`config.mk`:
```
export PLATFORM = sky130hd
export DESIGN_NAME = ac97_regctl
export DESIGN_NICKNAME = d
export VERILOG_FILES = /design/src/rtl/ac97_regctl.sv
export SDC_FILE = /design/constraint.sdc
export NUM_CORES = 1
export LEC_CHECK = 0
export ABC_CLOCK_PERIOD_IN_PS = 2700
export BUFFER_PORTS_ARGS = -buffer_cell sky130_fd_sc_hd__buf_2
export CORE_AREA = 2 2 106 108
export CTS_CLUSTER_DIAMETER = 60
export DETAILED_ROUTE_END_ITERATION = 8
export DIE_AREA = 0 0 108 110
export HOLD_SLACK_MARGIN = 0.06
export PLACE_DENSITY = 0.64
export SYNTH_ARGS = -nofsm -noshare
export SYNTH_HDL_FRONTEND = slang
export SYNTH_SLANG_ARGS = --single-unit
```
`constraint.sdc`:
```
create_clock -name clk -period 2.7 [get_ports clk]
set_input_delay 0.135 -clock clk [delete_from_list [all_inputs] [get_ports clk]]
set_output_delay 0.135 -clock clk [all_outputs]
set_load 0.01 [all_outputs]
```
`src/rtl/ac97_regctl.sv`:
```
module ac97_regctl #(
  parameter int WAIT_W = 16,
  parameter int IDX_W  = 7,
  parameter int VAL_W  = 16
) (
  input  logic                 clk,
  input  logic                 rst_n,
  input  logic                 cmd_valid,
  input  logic                 cmd_write,
  input  logic [IDX_W:0]       cmd_index,
  input  logic [VAL_W-1:0]     cmd_wdata,
  input  logic [WAIT_W-1:0]    turn_cycles,
  input  logic                 warm_kick,
  input  logic                 stat_valid,
  input  logic [VAL_W+3:0]     stat_data,
  output logic [IDX_W+12:0]    link_addr,
  output logic [VAL_W+3:0]     link_data,
  output logic [3:0]           link_ctl,
  output logic                 busy,
  output logic                 done,
  output logic [VAL_W-1:0]     rdata,
  output logic                 changed,
  output logic                 cmd_err
);
  localparam int SLOT_W = VAL_W + 4;
  localparam int ADDR_W = IDX_W + 13;
  localparam logic [3:0] CTL_RD = 4'b0111;
  localparam logic [3:0] CTL_WR = 4'b1011;

  logic              active, pend, is_rd, is_dummy, got;
  logic [WAIT_W-1:0] cnt;
  logic [VAL_W-1:0]  cap, prev;

  assign busy = active | pend;

  wire              launch_dummy = pend & ~active;
  wire              accept = cmd_valid & ~busy & ~(cmd_write & cmd_index[IDX_W]);
  wire [VAL_W-1:0]  res = got ? cap : '1;

  always_ff @(posedge clk) begin
    if (!rst_n) begin
      active    <= 1'b0;
      pend      <= 1'b1;
      is_rd     <= 1'b0;
      is_dummy  <= 1'b0;
      got       <= 1'b0;
      cnt       <= '0;
      cap       <= '0;
      prev      <= '0;
      rdata     <= '0;
      done      <= 1'b0;
      changed   <= 1'b0;
      cmd_err   <= 1'b0;
      link_ctl  <= '0;
      link_addr <= '0;
      link_data <= '0;
    end else begin
      done     <= 1'b0;
      changed  <= 1'b0;
      link_ctl <= '0;
      cmd_err  <= cmd_valid & busy;
      if (launch_dummy) begin
        active    <= 1'b1;
        pend      <= 1'b0;
        is_rd     <= 1'b1;
        is_dummy  <= 1'b1;
        got       <= 1'b0;
        cnt       <= turn_cycles;
        link_ctl  <= CTL_RD;
        link_addr <= {1'b1, {(ADDR_W-1){1'b0}}};
        link_data <= '0;
      end else if (accept) begin
        active    <= 1'b1;
        is_rd     <= ~cmd_write;
        is_dummy  <= 1'b0;
        got       <= 1'b0;
        cnt       <= turn_cycles;
        link_ctl  <= cmd_write ? CTL_WR : CTL_RD;
        link_addr <= {~cmd_write, cmd_index[IDX_W-1:0], 12'b0};
        link_data <= cmd_write ? {cmd_wdata, 4'b0} : '0;
      end else if (active) begin
        if (cnt == '0) begin
          active <= 1'b0;
          done   <= ~is_dummy;
          if (is_rd) begin
            prev <= res;
            if (!is_dummy) begin
              rdata   <= res;
              changed <= (res != prev);
            end
          end
        end else begin
          cnt <= cnt - 1'b1;
          if (is_rd && stat_valid) begin
            cap <= stat_data[SLOT_W-1:4];
            got <= 1'b1;
          end
        end
      end
      if (warm_kick) pend <= 1'b1;
    end
  end
endmodule

```
==> metrics.md, run 1 <==
| Metric | Value |
|---|---|
| Status | finished, final reports clean |
| Internal | 2220 uW |
| Post-synthesis mux area share | 4.54% |
| Final setup fails | 0 |
| Least-Margin Pin Slew | 0.615 ns |
| Nets | 671 |
| Core Rows | 38 |
| Comb pwr share | 13.0% |
| Vias | 3,770 |
| Switching Share | 26.1% |
| Crit path largest cell delay | 0.66 ns |
| Internal reg-to-reg setup slack | 0.25 ns |
| CP arrival | 2.75 ns |
| Antenna-violating nets left | 0 |
| Largest net degree at the start of global routing | 33 |
| Layout cell share with drive strength beyond 1 | 25.8% |
| Placed insts | 680 |
| HP Class | in2reg |
| Synth area leader | dfxtp_1 |
| EDFF count, synth | 0 |
| F_max | approximately 0.41 GHz |
| Static Leak | 0.00233 uW |
| Setup ws final | around 0.25 ns |
| Area growth from synthesis to layout | 33.2% |
| Hold Crit Endpoint | cnt[6] |
| Design area | 5610 sq um |
| Global placement routability congestion | slightly below 0.8 |
| CP max stage cell | or4_1 |
| Layout Cells excl Fill | roughly 750 |
| Yosys reg bits | 99 |
| Sequential share of power | a little over half |
| R2R cell count | 6 |
| Setup slack at placement | roughly 0.3 ns |
| Core area | around 11,000 sq um |
| Crit path max fanout | 32 |
| Largest family of logic cells by synthesized area | compound AO/OA/AOI/OAI gates |
| Skew final | between 0.01 and 0.015 ns |
| CTS tree | yes |
| Critical path type | reg2reg |
| Initial Utilization | slightly below 40% |
| Antenna cells | 0 |
| Router iterations before antenna repair | 4 |
| Vias per cell | approximately 5.0 |
| Syn_area_per_cell | 9.43 sq um |
| Cells after Synth | 447 |
| Clk sink count | 99 |
| Grt ovf | 0 |
| Crit share post-route | roughly nine tenths |
| Max-cap violations | 0 |
| Wirelength per Cell | 13.5 um |
| Total Routing Usage GR | 17.3% |
| Initial antenna violation count | 0 |
| Ys flop type | dfxtp_1 |
| Compound-Gate Fraction of Synth Area | 23.0% |
| CP Launch Type | flop |
| Max clock buf depth | 2 |
| Clock Tree Root | clkbuf_8 |
| RSZ-0062 raised after global routing | false |
| Pins Over Slew Limit | 0 |
| Top cells by count, synth | dfxtp_1 (99), nor2_1 (74), a22o_1 (24) |
| Chip width | approximately 110 um |
| FF-to-FF End | rdata[5] |
| Vias in the first global route | 3,524 |
| Cts hold-fix bufs | 53 |
| Critical Path RT | 2.99 ns |
| Ports | 130 |
| Clock share of power | 35.0% |
| Post-DP HPWL | between 6000 and 7000 um |
| HP Start | turn_cycles[6] |
| Largest cells by area after synthesis | dfxtp_1 (47%), nor2_1 (6.6%), a22o_1 (5.0%), mux2i_1 (4.3%), a211oi_2 (4.2%) |
| Final Hold Vio Count | 0 |
| Post-CTS sizing | 0 |
| Yosys cell types | 53 |
| Max-Slew Margin vs Limit | 58.9% |
| PortBufs | 109 |
| Sum Neg Setup Slack | 0 ns |
| Hold WS | 0.0873 ns |
| CTS H-tree depth | 3 |
| Post-synthesis sequential area ratio | ~47% |
| First-pass GRT wire length | 16,200 um |
| Num CTS Buffers | 9 |
| Post-Synth Simple-Gate Area | 15.8% |
| Reg clk slew, reported paths | 0.10 ns |
| Hold depth | 3 |
| Die height | 110 um |
| Top cell type's share of synthesized area | 47.0% |
| Switch Pwr | slightly below 800 uW |
| Fillcell total | 999 |
| Most numerous cell in the Yosys netlist | dfxtp_1 |
| FFs w/ async S/R, synth | 0% |
| Synth Area in XOR/XNOR | 2.29% |
| DRC Markers | 0 |
| Postcts setup bufs | 0 |
| Worst path buffer plus inverter count | 1 |
| Iter 0 DRT Violations | 112 |
| DIE AREA | 11,900 sq um |
| Placed cell area | 4860 sq um |
| PD cells | 536 nW/um^2 |
| Post-layout min period | ~2.5 ns |
| Worst-skew pair later-pin latency | 0.38 ns |
| Synth warn | 0 |
| Top Family by Delay on Critical Path | simple AND/OR/NAND/NOR gates |
| Worst path cell trace | or4_1 -> or3_1 -> nor4_4 -> buf_12 -> nor2_1 -> a211oi_2 |
| Adder-Cell Fraction of Synth Area | 0.297% |
| Post-Syn Area | 4210 sq um |
| RR Startpoint | cnt[7] |
| CP endpoint kind | flop |
| Worst VDD drop | 0.000367 V |
| DRT Wirelength | 10,100 um |
worst reg2reg max path, delay by kind of cell (launching register included):
family	cells	cell delay, ns
flops	1	0.37
compound gates	1	0.20
simple gates	4	1.54
buf+inv	1	0.24
layout by cell type, fill, tap and decap left out, drive strengths merged, types with 13 or more instances in the layout:
master,Yosys,layout
nand2,13,13
a21oi,23,23
o21ai,14,14
nor2,74,74
buf,25,121
dfxtp,99,99
a22o,24,24
a211oi,35,35
mux2i,18,18
conb,1,16
dlygate4sd3,0,53
power groups by stage:
stage	clock network, uW	registers (uW)	logic [uW]
after floorplan	0	1590	235
after global placement	0	1600	322
after detailed placement	0	1600	331
after CTS	1090	1560	391
after global routing	1150	1570	433
final	1050	1570	391
routing by layer:
metal / track usage, % / up-vias / wire [um]
met5: 0 / - / 0
met4: 4.03 / 0 / 122
met3: 5.70 / 14 / 570
met2: 29.7 / 114 / 4840
met1: 21.2 / 1740 / 4570
li1: - / 1902 / -
layout make-up:
cell class | instances | area [sq um] | share of cell area, %
multi-input cells | 308 | 2000 | 35.6
inverters | 12 | 45.0 | 0.802
clock inverters | 7 | 98.8 | 1.76
well taps | 140 | 175 | 3.12
clock buffers | 9 | 124 | 2.21
repair buffers | 174 | 1190 | 21.2
flip-flops and latches | 99 | 1980 | 35.3
flip-flops by register name (all words and copies together) (netlist names), 3 cells and up:
name	flops
prev	16
rdata	16
link_data	16
link_addr	8
cap	16
link_ctl	3
cnt	16
through the flow:
step	util (%)	power (uW)
final	52.5	3010
after global routing	52.5	3160
after CTS	52.5	3050
after detailed placement	45.4	1930
after global placement	45.4	1920
after floorplan	-	1820
cells by family (layout without fill, tap and decap cells):
logic type	Yosys count	in the layout
other	1	16
buffers and inverters	55	202
AND/OR/NAND/NOR	134	134
multiplexers	19	19
XOR/XNOR	11	11
adder cells (fa/ha/maj)	1	1
flip-flops	99	99
AO/OA/AOI/OAI	127	127
worst max-delay path by stage:
stage,start,to,slack [ns],cells after the start
floorplan,cnt[7],rdata[10],0.40,8
global placement,cnt[7],rdata[6],0.35,6
detailed placement,cnt[7],rdata[14],0.30,6
CTS,cnt[7],rdata[14],0.26,6
global route,cnt[7],rdata[7],0.11,6
finish,cnt[7],rdata[5],0.25,6
Note: power is estimated with default switching activity, not from simulation.
==> run 2, diff against run 1 <==
ABC_CLOCK_PERIOD_IN_PS = 2400   (was 2700)
CORE_AREA = 2 2 126 128   (was 2 2 106 108)
DIE_AREA = 0 0 128 130   (was 0 0 108 110)
PLACE_DENSITY = 0.48   (was 0.64)
clock period = 2.4 ns   (was 2.7 ns; I/O delays follow)
==> run 2 against run 1 <==
  * Fmax rose by 9.6%
  * Clock-buffer cell count rose by 3
  * Sequential cell count did not move
  * Routed wire length rose by 9.2%
  * Sequential power rose by 12%
  * Largest cell class unchanged
==> metrics.md, run 2 (synthesized netlist as in run 1, its figures left out) <==
| Metric | Value |
|---|---|
| Status | finished, final reports clean |
| DRC Markers | 0 |
| Ports | 130 |
| PD cells | roughly 660 nW/um^2 |
| Layout cell share with drive strength beyond 1 | 26.9% |
| CTS H-tree depth | 3 |
| Chip width | around 130 um |
| Final Core Density | 37.5% |
| Final setup fails | 0 |
| Vias in the first global route | 3,787 |
| Iter 0 DRT Violations | 178 |
| Post-layout min period | 2.24 ns |
| Total Routing Usage GR | 13.4% |
| Router iterations before antenna repair | 5 |
| Area growth from synthesis to layout | 37.4% |
| Most common cell after layout, fill and taps aside | buf_2 |
| Placed cell area | 4980 sq um |
| Fillcell total | 1,574 |
| Post-DP HPWL | around 7600 um |
| CP Launch Type | flop |
| Reg clk slew, reported paths | approximately 0.06 ns |
| CTS tree | yes |
| DRT Wirelength | 11,000 um |
| Vias | 3,785 |
| Most frequent cells in the layout | buf_2 (109), dfxtp_1 (99), nor2_1 (73) |
| Max-Slew Margin vs Limit | 31.8% |
| Global placement routability congestion | 0.803 |
| Static Leak | around 0.0024 uW |
| Worst-skew pair later-pin latency | 0.34 ns |
| Sum Neg Setup Slack | 0 ns |
| Max-cap violations | 0 |
| Antenna-violating nets left | 0 |
| Max clock buf depth | 2 |
| First-pass GRT wire length | between 15,000 and 20,000 um |
| CP arrival | ~2.5 ns |
| Largest net degree at the start of global routing | between 60 and 70 |
| Skew final | about 0.0079 ns |
| Crit path largest cell delay | roughly 0.57 ns |
| Grt ovf | 0 |
| Vias per cell | 4.73 |
| DIE AREA | 16,600 sq um |
| Core area | 15,400 sq um |
| Pins Over Slew Limit | 0 |
| Final Hold Vio Count | 0 |
| Num CTS Buffers | 9 |
| Worst path cell trace | or4_1 -> or3_4 -> nor4_4 -> buf_12 -> nor2_1 -> a211oi_1 |
| PortBufs | 109 |
| CP max stage cell | or4_1 |
| HP Class | in2reg |
| Crit share post-route | ~93% |
| Antenna cells | 0 |
| Nets | about 670 |
| Clk sink count | 99 |
| Postcts setup bufs | 0 |
| Critical Path RT | 2.65 ns |
| Design area | 5790 sq um |
| Initial Utilization | 27.3% |
| Critical path type | reg2reg |
| CP endpoint kind | flop |
| RSZ-0062 raised after global routing | false |
| Clock Tree Root | clkbuf_16 |
| Crit path max fanout | 32 |
| Initial antenna violation count | 0 |
| Core Rows | 46 |
| Die height | 130 um |
| Least-Margin Pin Slew | 1.02 ns |
| Wirelength per Cell | 13.8 um |
| Worst VDD drop | 0.000328 V |
| F_max | approximately 0.45 GHz |
==> run 2: stage by stage <==
stage	hold slack, ns	setup slack (ns)	std cells	power, uW
floorplan	0.214	0.0975	462	2050
global placement	0.328	0.146	737	2190
detailed placement	0.339	0.0776	737	2200
CTS	0.0679	0.0626	801	3860
global route	0.0999	0.0141	801	3970
finish	0.0729	0.164	801	3800
==> run 2: final cells by class <==
cell class / count / area (sq um) / share of cell area (%)
clock inverters: 4 / 72.6 / 1.25
repair buffers: 174 / 1190 / 20.6
multi-input cells: 308 / 2000 / 34.6
flip-flops and latches: 99 / 1980 / 34.2
clock buffers: 12 / 256 / 4.43
well taps: 192 / 240 / 4.15
inverters: 12 / 45.0 / 0.778
==> run 2: report_power, final <==
| group | switching (uW) | internal, uW |
|---|---|---|
| logic | 239 | 224 |
| registers | 61.3 | 1700 |
| clock network | 608 | 969 |
| total | 908 | 2890 |
==> run 2: final timing paths <==
kind	cells past startpoint	to	startpoint	slack, ns
setup / recovery	6	rdata[13]	cnt[7]	0.16
setup reg to reg	6	rdata[13]	cnt[7]	0.16
hold reg to reg	1	link_data[18]	link_data[18]	0.48
hold / removal	3	cnt[7]	turn_cycles[7]	0.07
==> run 2: worst max-delay path, delay by kind of cell (launching register included) <==
kind                   cells  cell delay, ns
AOI/OAI and AO/OA          1            0.20
DFF                        1            0.35
and+or+nand+nor            4            1.34
buffers and inverters      1            0.25
==> run 2: timing repair <==
action / CTS / global route
resized for setup: 0 / 1
hold endpoints to repair: 48 / 0
endpoints found under the setup margin: 0 / 13
hold buffers: 48 / 0
==> run 2: metal layers <==
layer / part of all wire [%] / global-route usage, % / up-vias
li1: - / - / 1908
met1: 45 / 16.0 / 1754
met2: 48 / 22.9 / 107
met3: 5.8 / 4.59 / 16
met4: 1.6 / 4.27 / 0
met5: 0 / 0 / -
